### src/rtl/ep_state_pkg.sv
package ep_state_pkg;

  localparam int unsigned IDX_W = 4;

  typedef struct packed {
    logic halted;
    logic toggle;
    logic fifo;
  } ep_slot_t;

  typedef enum logic [1:0] {
    DEV_DEFAULT    = 2'd0,
    DEV_ADDRESSED  = 2'd1,
    DEV_CONFIGURED = 2'd2
  } dev_state_e;

  // Next state of one endpoint slot from its command hits.
  function automatic ep_slot_t slot_next(
    input ep_slot_t cur,
    input logic     set_h,
    input logic     clr_h,
    input logic     rst_e,
    input logic     xact,
    input logic     is_ep0
  );
    ep_slot_t n;
    n = cur;
    if (rst_e) begin
      n = '0;
    end else begin
      if (xact && !cur.halted) begin
        n.toggle = ~cur.toggle;
        n.fifo   = 1'b1;
      end
      if (set_h)
        n.halted = 1'b1;
      else if (clr_h && is_ep0)
        n.halted = 1'b0;
    end
    return n;
  endfunction

  // Next device-level state from the configuration commands.
  function automatic dev_state_e dev_next(
    input dev_state_e cur,
    input logic       addr_ok,
    input logic       set_c,
    input logic       clr_c
  );
    dev_state_e n;
    n = cur;
    case (cur)
      DEV_DEFAULT:    if (addr_ok) n = DEV_ADDRESSED;
      DEV_ADDRESSED:  if (set_c) n = DEV_CONFIGURED;
                      else if (!addr_ok) n = DEV_DEFAULT;
      DEV_CONFIGURED: if (clr_c) n = DEV_ADDRESSED;
      default:        n = DEV_DEFAULT;
    endcase
    return n;
  endfunction

endpackage

### src/rtl/ep_onehot_dec.sv
module ep_onehot_dec import ep_state_pkg::*; #(
  parameter int unsigned NUM_EP = 4
) (
  input  logic              clk,
  input  logic              rst_n,
  input  logic              en,
  input  logic [IDX_W-1:0]  idx,
  output logic [NUM_EP-1:0] hit
);

  for (genvar k = 0; k < NUM_EP; k++) begin : g_dec
    assign hit[k] = en && (idx == IDX_W'(k));
  end

  logic out_of_range;
  assign out_of_range = (32'(idx) >= NUM_EP);

  p_range_r7: assert property (@(posedge clk) disable iff (!rst_n)
    out_of_range |-> (hit == '0));

  p_onehot_r7: assert property (@(posedge clk) disable iff (!rst_n)
    $onehot0(hit));

endmodule

### src/rtl/ep_slot.sv
module ep_slot import ep_state_pkg::*; #(
  parameter bit IS_EP0 = 1'b0
) (
  input  logic clk,
  input  logic rst_n,
  input  logic bus_rst,
  input  logic set_hit,
  input  logic clr_hit,
  input  logic rst_hit,
  input  logic xact_hit,
  output logic halted,
  output logic toggle,
  output logic fifo_flag
);

  ep_slot_t cur, nxt;

  always_comb nxt = slot_next(cur, set_hit, clr_hit, rst_hit, xact_hit, IS_EP0);

  always_ff @(posedge clk or negedge rst_n) begin
    if (!rst_n)       cur <= '0;
    else if (bus_rst) cur <= '0;
    else              cur <= nxt;
  end

  assign halted    = cur.halted;
  assign toggle    = cur.toggle;
  assign fifo_flag = cur.fifo;

  logic clear_any;
  assign clear_any = rst_hit || bus_rst;

  p_set_halt_r2: assert property (@(posedge clk) disable iff (!rst_n)
    (set_hit && !clear_any) |=> halted);

  p_reset_ep_r3: assert property (@(posedge clk) disable iff (!rst_n)
    clear_any |=> (!halted && !toggle && !fifo_flag));

  p_halt_freeze_r5: assert property (@(posedge clk) disable iff (!rst_n)
    (halted && !clear_any) |=> $stable(toggle));

  p_fifo_sticky_r5: assert property (@(posedge clk) disable iff (!rst_n)
    (fifo_flag && !clear_any) |=> fifo_flag);

  if (!IS_EP0) begin : g_chk_nonzero
    p_no_clr_nonzero_r4: assert property (@(posedge clk) disable iff (!rst_n)
      (halted && !clear_any) |=> halted);
  end else begin : g_chk_ep0
    p_clr_keeps_data_r4: assert property (@(posedge clk) disable iff (!rst_n)
      (clr_hit && !set_hit && !clear_any && !xact_hit) |=>
        (!halted && $stable(toggle) && $stable(fifo_flag)));
  end

endmodule

### src/rtl/dev_cfg_fsm.sv
module dev_cfg_fsm import ep_state_pkg::*; (
  input  logic clk,
  input  logic rst_n,
  input  logic bus_rst,
  input  logic addr_assigned,
  input  logic set_cfg,
  input  logic clr_cfg,
  output logic configured
);

  dev_state_e state, state_nxt;

  always_comb state_nxt = dev_next(state, addr_assigned, set_cfg, clr_cfg);

  always_ff @(posedge clk or negedge rst_n) begin
    if (!rst_n)       state <= DEV_DEFAULT;
    else if (bus_rst) state <= DEV_DEFAULT;
    else              state <= state_nxt;
  end

  assign configured = (state == DEV_CONFIGURED);

  p_cfg_rise_r8: assert property (@(posedge clk) disable iff (!rst_n)
    $rose(configured) |-> $past(set_cfg));

  p_cfg_fall_r9: assert property (@(posedge clk) disable iff (!rst_n)
    $fell(configured) |-> ($past(clr_cfg) || $past(bus_rst)));

endmodule

### src/rtl/ep_state_ctrl.sv
module ep_state_ctrl import ep_state_pkg::*; #(
  parameter int unsigned NUM_EP = 4
) (
  input  logic              clk,
  input  logic              rst_n,
  input  logic              bus_rst,
  input  logic              set_halt,
  input  logic [IDX_W-1:0]  set_halt_idx,
  input  logic              clr_halt,
  input  logic [IDX_W-1:0]  clr_halt_idx,
  input  logic              rst_ep,
  input  logic [IDX_W-1:0]  rst_ep_idx,
  input  logic              xact_done,
  input  logic [IDX_W-1:0]  xact_idx,
  input  logic              addr_assigned,
  input  logic              set_cfg,
  input  logic              clr_cfg,
  output logic [NUM_EP-1:0] ep_halted,
  output logic [NUM_EP-1:0] ep_toggle,
  output logic [NUM_EP-1:0] ep_fifo_flag,
  output logic              dev_configured
);

  logic [NUM_EP-1:0] set_hit, clr_hit, rst_hit, xact_hit;

  ep_onehot_dec #(.NUM_EP(NUM_EP)) i_dec_set (
    .clk(clk), .rst_n(rst_n), .en(set_halt), .idx(set_halt_idx), .hit(set_hit));
  ep_onehot_dec #(.NUM_EP(NUM_EP)) i_dec_clr (
    .clk(clk), .rst_n(rst_n), .en(clr_halt), .idx(clr_halt_idx), .hit(clr_hit));
  ep_onehot_dec #(.NUM_EP(NUM_EP)) i_dec_rst (
    .clk(clk), .rst_n(rst_n), .en(rst_ep), .idx(rst_ep_idx), .hit(rst_hit));
  ep_onehot_dec #(.NUM_EP(NUM_EP)) i_dec_xact (
    .clk(clk), .rst_n(rst_n), .en(xact_done), .idx(xact_idx), .hit(xact_hit));

  for (genvar e = 0; e < NUM_EP; e++) begin : g_ep
    ep_slot #(.IS_EP0(e == 0)) i_slot (
      .clk      (clk),
      .rst_n    (rst_n),
      .bus_rst  (bus_rst),
      .set_hit  (set_hit[e]),
      .clr_hit  (clr_hit[e]),
      .rst_hit  (rst_hit[e]),
      .xact_hit (xact_hit[e]),
      .halted   (ep_halted[e]),
      .toggle   (ep_toggle[e]),
      .fifo_flag(ep_fifo_flag[e])
    );
  end

  dev_cfg_fsm i_cfg (
    .clk          (clk),
    .rst_n        (rst_n),
    .bus_rst      (bus_rst),
    .addr_assigned(addr_assigned),
    .set_cfg      (set_cfg),
    .clr_cfg      (clr_cfg),
    .configured   (dev_configured)
  );

  p_bus_rst_r1: assert property (@(posedge clk) disable iff (!rst_n)
    bus_rst |=> (ep_halted == '0 && ep_toggle == '0 &&
                 ep_fifo_flag == '0 && !dev_configured));

  p_reset_beats_halt_r6: assert property (@(posedge clk) disable iff (!rst_n)
    (rst_ep && set_halt && rst_ep_idx == set_halt_idx && 32'(rst_ep_idx) < NUM_EP)
      |=> (ep_halted == $past(ep_halted & ~rst_hit)));

endmodule

### config.mk
export PLATFORM = sky130hd
export DESIGN_NAME = ep_state_ctrl
export DESIGN_NICKNAME = d
export VERILOG_FILES = /design/src/rtl/ep_state_pkg.sv /design/src/rtl/ep_onehot_dec.sv /design/src/rtl/ep_slot.sv /design/src/rtl/dev_cfg_fsm.sv /design/src/rtl/ep_state_ctrl.sv
export SDC_FILE = /design/constraint.sdc
export NUM_CORES = 1
export LEC_CHECK = 0
export BUFFER_PORTS_ARGS = -buffer_cell sky130_fd_sc_hd__buf_4
export CAP_MARGIN = 20
export CORE_MARGIN = 2
export CORE_UTILIZATION = 25
export CTS_CLUSTER_DIAMETER = 200
export DETAILED_ROUTE_END_ITERATION = 16
export PLACE_DENSITY = 0.54
export SYNTH_ARGS = -nofsm -noshare
export SYNTH_HDL_FRONTEND = slang
export SYNTH_SLANG_ARGS = --single-unit
### constraint.sdc
create_clock -name clk -period 2.7 [get_ports clk]
set_input_delay 0.27 -clock clk [delete_from_list [all_inputs] [get_ports clk]]
set_output_delay 0.27 -clock clk [all_outputs]
set_load 0.005 [all_outputs]
* After elaboration in Yosys (flattened, before gate mapping)
Index checks and enable logic that the tools add are counted.
** Cells by class
- Bitwise operators :: 4
- Reductions and logical operators :: 35
- Eq/ne operators :: 14
- Muxes and demuxes :: 23
** Operators by type and width (number)
- equality test 4 x 2 -> 1 bit, second input constant :: 6
- two-way mux 3 bit :: 8
- nonzero test 3 bit :: 7
- two-way mux 2 bit :: 9
- logical AND 1 bit :: 17
- zero test 4 bit :: 4
- equality test 4 x 1 -> 1 bit, second input constant :: 3
- inequality test 3 bit, second input constant :: 2
- one-hot mux 2 bit (3 select lines) :: 1
- two-way mux 1 bit :: 5
- zero test 1 bit :: 4
- inequality test 4 bit, second input constant :: 1
- NOT 1 bit :: 4
- nonzero test 4 bit :: 1
- AND reduction 3 bit :: 1
- equality test 2 x 1 -> 1 bit, second input constant :: 1
- equality test 2 bit, second input constant :: 1
- zero test 2 bit :: 1
** Storage, ports and cells
- Output and inout port bits :: 13
- Word-level logic and storage cells :: 89
- Input bits :: 26
- Flip-flop bits (word level) :: 14

* Depth between registers and ports, before layout
- Depth in word-level cells :: 6
- Depth in mapped cells :: 3
- Gate-level depth less buffers :: 3

* Modules after synthesis
Synthesis repeated with hierarchy kept, for this count alone.
** Second synthesis, totals
- Cell total of the unflattened synthesis :: 70
- Area total of the unflattened synthesis :: 870.8 um^2
** Modules (own cells, without submodules)
- ep_slot (g_ep[1].i_slot ...) :: seq. area each 75.1 um^2, times used 3, area each 125.1 um^2, cells an instance 10
- ep_onehot_dec :: seq. area each 0.0 um^2, times used 4, area each 65.1 um^2, cells an instance 5
- ep_slot (g_ep[0].i_slot) :: seq. area each 75.1 um^2, times used 1, area each 130.1 um^2, cells an instance 11
- dev_cfg_fsm :: seq. area each 50.0 um^2, times used 1, area each 105.1 um^2, cells an instance 9

* Worst setup path before layout
OpenSTA, ideal clock, no wires.
- Path kind :: input to register
- Start point :: in xact_idx[0]
- End point :: reg g_ep[0].i_slot.cur, in the netlist g_ep[0].i_slot.toggle
- Setup slack :: 1.278 ns
- Stages :: 3
- Arrival :: 1.344 ns
- Required time :: 2.622 ns
- Library setup time :: 0.078 ns
- Path buffers :: 0
- Path through :: or4b_4 -> or4_1 -> a21boi_1
** Between the ends
- Word-level cells in the longest chain between the ends :: 4
** Ends and longest elaborated chain
- from (decl) :: line ep_state_ctrl.sv:14 : input logic [IDX_W-1:0] xact_idx,
- zero test 4 bit :: line ep_onehot_dec.sv:12 : assign hit[k] = en && (idx == IDX_W'(k));
- logical AND 1 bit :: line ep_onehot_dec.sv:12
- logical AND 1 bit :: line ep_state_pkg.sv:31 : if (xact && !cur.halted) begin
- nonzero test 3 bit (no line)
- to (signal assigned) :: line ep_slot.sv:23 : else cur <= nxt;
- to (decl) :: line ep_slot.sv:16 : ep_slot_t cur, nxt;
No other way between the ends.
A chain may end at the register's enable or synchronous reset.

* Worst setup path after layout
Same ends and word-level chain as after synthesis.

==> run_summary.xml <==
<?xml version="1.0" encoding="UTF-8"?>
<metrics>
  <group name="sta">
    <metric name="worst-slew-pin-transition" unit="ns">0.362</metric>
    <metric name="timing.clock.skew" unit="ns">0.00637</metric>
    <metric name="rsz0062_at_grt" unit="">no</metric>
    <metric name="timing.final.hold_violations" unit="">0</metric>
    <metric name="max_slew_margin" unit="%">75.5</metric>
    <metric name="achievable-frequency" unit="GHz">0.763</metric>
    <metric name="drv_slew" unit="">0</metric>
    <metric name="timing.final.crit_period" unit="ns">1.31</metric>
    <metric name="fin_setup_tns" unit="ns">0</metric>
    <metric name="report.final.setup_viol" unit="">0</metric>
    <metric name="period_share" unit="%">48.5</metric>
  </group>
  <group name="yosys">
    <metric name="ys_top_cells_by_area" unit="">sky130_fd_sc_hd__dfrtp_1, sky130_fd_sc_hd__buf_4, sky130_fd_sc_hd__a21oi_1, sky130_fd_sc_hd__nand2b_1, sky130_fd_sc_hd__nor2_1</metric>
    <metric name="synthDistinctLibCells" unit="">27</metric>
    <metric name="ys_ff_latch" unit="">14</metric>
    <metric name="area_leader_netlist" unit="">sky130_fd_sc_hd__dfrtp_1</metric>
    <metric name="warning_count_from_the_yosys_run" unit="">0</metric>
    <metric name="yosys.area.top_type_share" unit="%">44.4</metric>
    <metric name="syn_area" unit="um^2">788</metric>
    <metric name="top_ff_cell_synth" unit="">sky130_fd_sc_hd__dfrtp_1</metric>
    <metric name="synth.yosys.seq_area_share" unit="%">44.4</metric>
    <metric name="mappedNetlistNets" unit="">104</metric>
    <metric name="synth_enable_flop_cells" unit="">0</metric>
    <metric name="synthArstFlopShare" unit="%">100</metric>
    <metric name="postSynthAreaPerCell" unit="um^2">10.1</metric>
    <metric name="syn_inst" unit="">78</metric>
  </group>
  <group name="critical_path">
    <metric name="cpMaxStageDelayCell" unit="">sky130_fd_sc_hd__or4b_4</metric>
    <metric name="path_buf_inv" unit="">1</metric>
    <metric name="worst_path_dominant_cell_family" unit="">simple AND/OR/NAND/NOR gates</metric>
    <metric name="timing.critical_path.slowest_cell_delay" unit="ns">0.56</metric>
    <metric name="rrSetupSlack" unit="ns">1.53</metric>
    <metric name="crit_path_end_kind" unit="">flip-flop</metric>
    <metric name="worstPathMaxFanout" unit="">6</metric>
    <metric name="arrival" unit="ns">1.52</metric>
    <metric name="timing.critical_path.cells" unit="">buf_4 -&gt; or4b_4 -&gt; or4_1 -&gt; a21boi_1</metric>
    <metric name="timing.critical_path.from_type" unit="">input port</metric>
    <metric name="worst_ep_required_time" unit="ns">2.91</metric>
    <metric name="worstSetupPathType" unit="">input port to flip-flop</metric>
  </group>
  <group name="clock_network">
    <metric name="cts.htree.levels" unit="">1</metric>
    <metric name="cts_max_path_buffers" unit="">2</metric>
    <metric name="cts_inserted_buffers" unit="">3</metric>
    <metric name="clock_root_buffer" unit="">sky130_fd_sc_hd__clkbuf_4</metric>
    <metric name="worstSkewPairLatency" unit="ns">0.28</metric>
    <metric name="cts.clk_slew.worst_paths" unit="ns">0.08</metric>
    <metric name="tritoncts" unit="">yes</metric>
    <metric name="cts_sinks" unit="">14</metric>
  </group>
  <group name="detailed_routing">
    <metric name="aggregate_routed_wire_length" unit="um">1900</metric>
    <metric name="drc_errors" unit="">0</metric>
    <metric name="vias" unit="">698</metric>
    <metric name="drt_iter0_markers" unit="">25</metric>
    <metric name="drt-pass1-iter-count" unit="">5</metric>
    <metric name="ant_nets" unit="">0</metric>
    <metric name="wl_per_cell" unit="um">12.5</metric>
    <metric name="vias_per_cell" unit="">4.59</metric>
  </group>
  <group name="place">
    <metric name="routabilityCongestion" unit="">0.742</metric>
    <metric name="detailed_placer_s_ending_hpwl" unit="um">1500</metric>
    <metric name="port-buffer-count" unit="">38</metric>
  </group>
  <group name="floorplan">
    <metric name="die_w" unit="um">60.2</metric>
    <metric name="io_pins" unit="">39</metric>
    <metric name="initial_cell_density_of_the_core" unit="%">26.0</metric>
    <metric name="core_region_area" unit="mm^2">0.00303</metric>
    <metric name="row_count" unit="">20</metric>
    <metric name="die_y" unit="um">60.2</metric>
    <metric name="die_area" unit="mm^2">0.00362</metric>
  </group>
  <group name="hold_path">
    <metric name="hold_class" unit="">input port to flip-flop</metric>
  </group>
  <group name="cells_and_area">
    <metric name="mostFrequentLayoutCell" unit="">sky130_fd_sc_hd__buf_4</metric>
    <metric name="flow.area_growth_from_synthesis" unit="%">35.9</metric>
    <metric name="layout_common_cells" unit="">sky130_fd_sc_hd__buf_4, sky130_fd_sc_hd__dfrtp_1, sky130_fd_sc_hd__a21oi_1</metric>
    <metric name="share_of_layout_cells_above_drive_strength_1" unit="%">41.7</metric>
    <metric name="fillCellCount" unit="">302</metric>
    <metric name="num_antenna_cells" unit="">0</metric>
    <metric name="final_net_count" unit="">136</metric>
    <metric name="postLayoutCoreUtil" unit="%">35.4</metric>
  </group>
  <group name="global_routing">
    <metric name="grt_overflow_total" unit="">0</metric>
    <metric name="grt_first_pass_wirelength" unit="um">2890</metric>
    <metric name="antenna_found_initial" unit="">0</metric>
    <metric name="grt_util_all_layers" unit="%">11.3</metric>
    <metric name="via_count_of_the_first_global_routing_pass" unit="">674</metric>
    <metric name="largest_net_degree_at_the_start_of_global_routing" unit="">15</metric>
  </group>
  <group name="power">
    <metric name="power.ir.vdd_worst" unit="V">0.0000897</metric>
    <metric name="leakage" unit="nW">0.501</metric>
    <metric name="power_density" unit="mW/mm^2">380</metric>
  </group>
  <group name="outcome">
    <metric name="status" unit="">finished clean</metric>
  </group>
  <group name="run">
    <metric name="max_cap_violations" unit="">0</metric>
  </group>
</metrics>
cell type report:
type	instances	area, um^2	share of cell area [%]
tap	44	55.1	5.14
timing repair buffer	39	295	27.6
sequential	14	350	32.7
inverter	3	11.3	1.05
multi-input combinational	49	337	31.4
clock buffer	3	22.5	2.10
power breakdown:
group	total [mW]	switching [mW]	leakage (nW)	internal (mW)
Clock	0.116	0.0642	0.0138	0.0518
Combinational	0.0714	0.0287	0.294	0.0427
Sequential	0.219	0.00426	0.193	0.215
synthesized netlist by cell type (2+ instances only):
cell type and instances:
sky130_fd_sc_hd__o21ai_0 2, sky130_fd_sc_hd__a21boi_1 2, sky130_fd_sc_hd__nor2_1 6, sky130_fd_sc_hd__or3_1 3, sky130_fd_sc_hd__inv_1 3, sky130_fd_sc_hd__a31o_2 2
sky130_fd_sc_hd__nor4b_1 2, sky130_fd_sc_hd__a21oi_1 7, sky130_fd_sc_hd__o21a_1 3, sky130_fd_sc_hd__dfrtp_1 14, sky130_fd_sc_hd__or4_1 2, sky130_fd_sc_hd__nand2b_1 5
sky130_fd_sc_hd__o31ai_1 2, sky130_fd_sc_hd__buf_4 12
path summary, 6_finish.rpt:
path,to,cells past startpoint,from
worst max-delay path,g_ep[0].i_slot.toggle$_DFFE_PN0P_,4,xact_idx[0]
worst min-delay path,i_cfg.state[1]$_DFFE_PN0P_,2,bus_rst
worst max register to register,g_ep[1].i_slot.toggle$_DFFE_PN0P_,2,g_ep[1].i_slot.halted$_DFFE_PN0P_
worst min register to register,g_ep[2].i_slot.fifo_flag$_DFFE_PN0P_,1,g_ep[2].i_slot.fifo_flag$_DFFE_PN0P_
max in group asynchronous,g_ep[0].i_slot.fifo_flag$_DFFE_PN0P_,2,rst_n
min in group asynchronous,g_ep[2].i_slot.toggle$_DFFE_PN0P_,2,rst_n
what timing repair did:
item	CTS	global route
hold buffers	1	0
hold endpoints to repair	14	0
gates resized for setup	0	0
setup buffers	0	0
cell families after synthesis:
logic type / Yosys count / synth area share, %
and+or+nand+nor: 25 / 21.1
DFF: 14 / 44.4
AOI/OAI and AO/OA: 23 / 20.3
buffers and inverters: 15 / 12.9
muxes: 1 / 1.27
flip-flops by register name (all words and copies together), names as in the netlist:
register               cells
g_ep.i_slot.toggle         4
g_ep.i_slot.halted         4
g_ep.i_slot.fifo_flag      4
i_cfg.state                2
stage by stage:
stage | setup WS (ns) | cell area, um^2 | std cells | hold slack [ns] | power, mW
final | 1.39 | 1070 | 152 | 0.179 | 0.407
after global routing | 1.36 | 1070 | 152 | 0.189 | 0.430
after detailed placement | 1.12 | 1040 | 148 | 0.132 | 0.295
after floorplan | 1.28 | 788 | 78 | -0.0256 | 0.250
after global placement | 1.13 | 1040 | 148 | 0.130 | 0.292
after CTS | 1.39 | 1070 | 152 | 0.173 | 0.414
routing by layer:
metal	global-route usage (%)	wire length (um)	vias up
met2	21.4	994	22
li1	-	-	338
met1	10.7	765	336
met3	2.38	116	2
met5	0	0	-
met4	7.62	27	0
(Power assumes the default switching activity.)
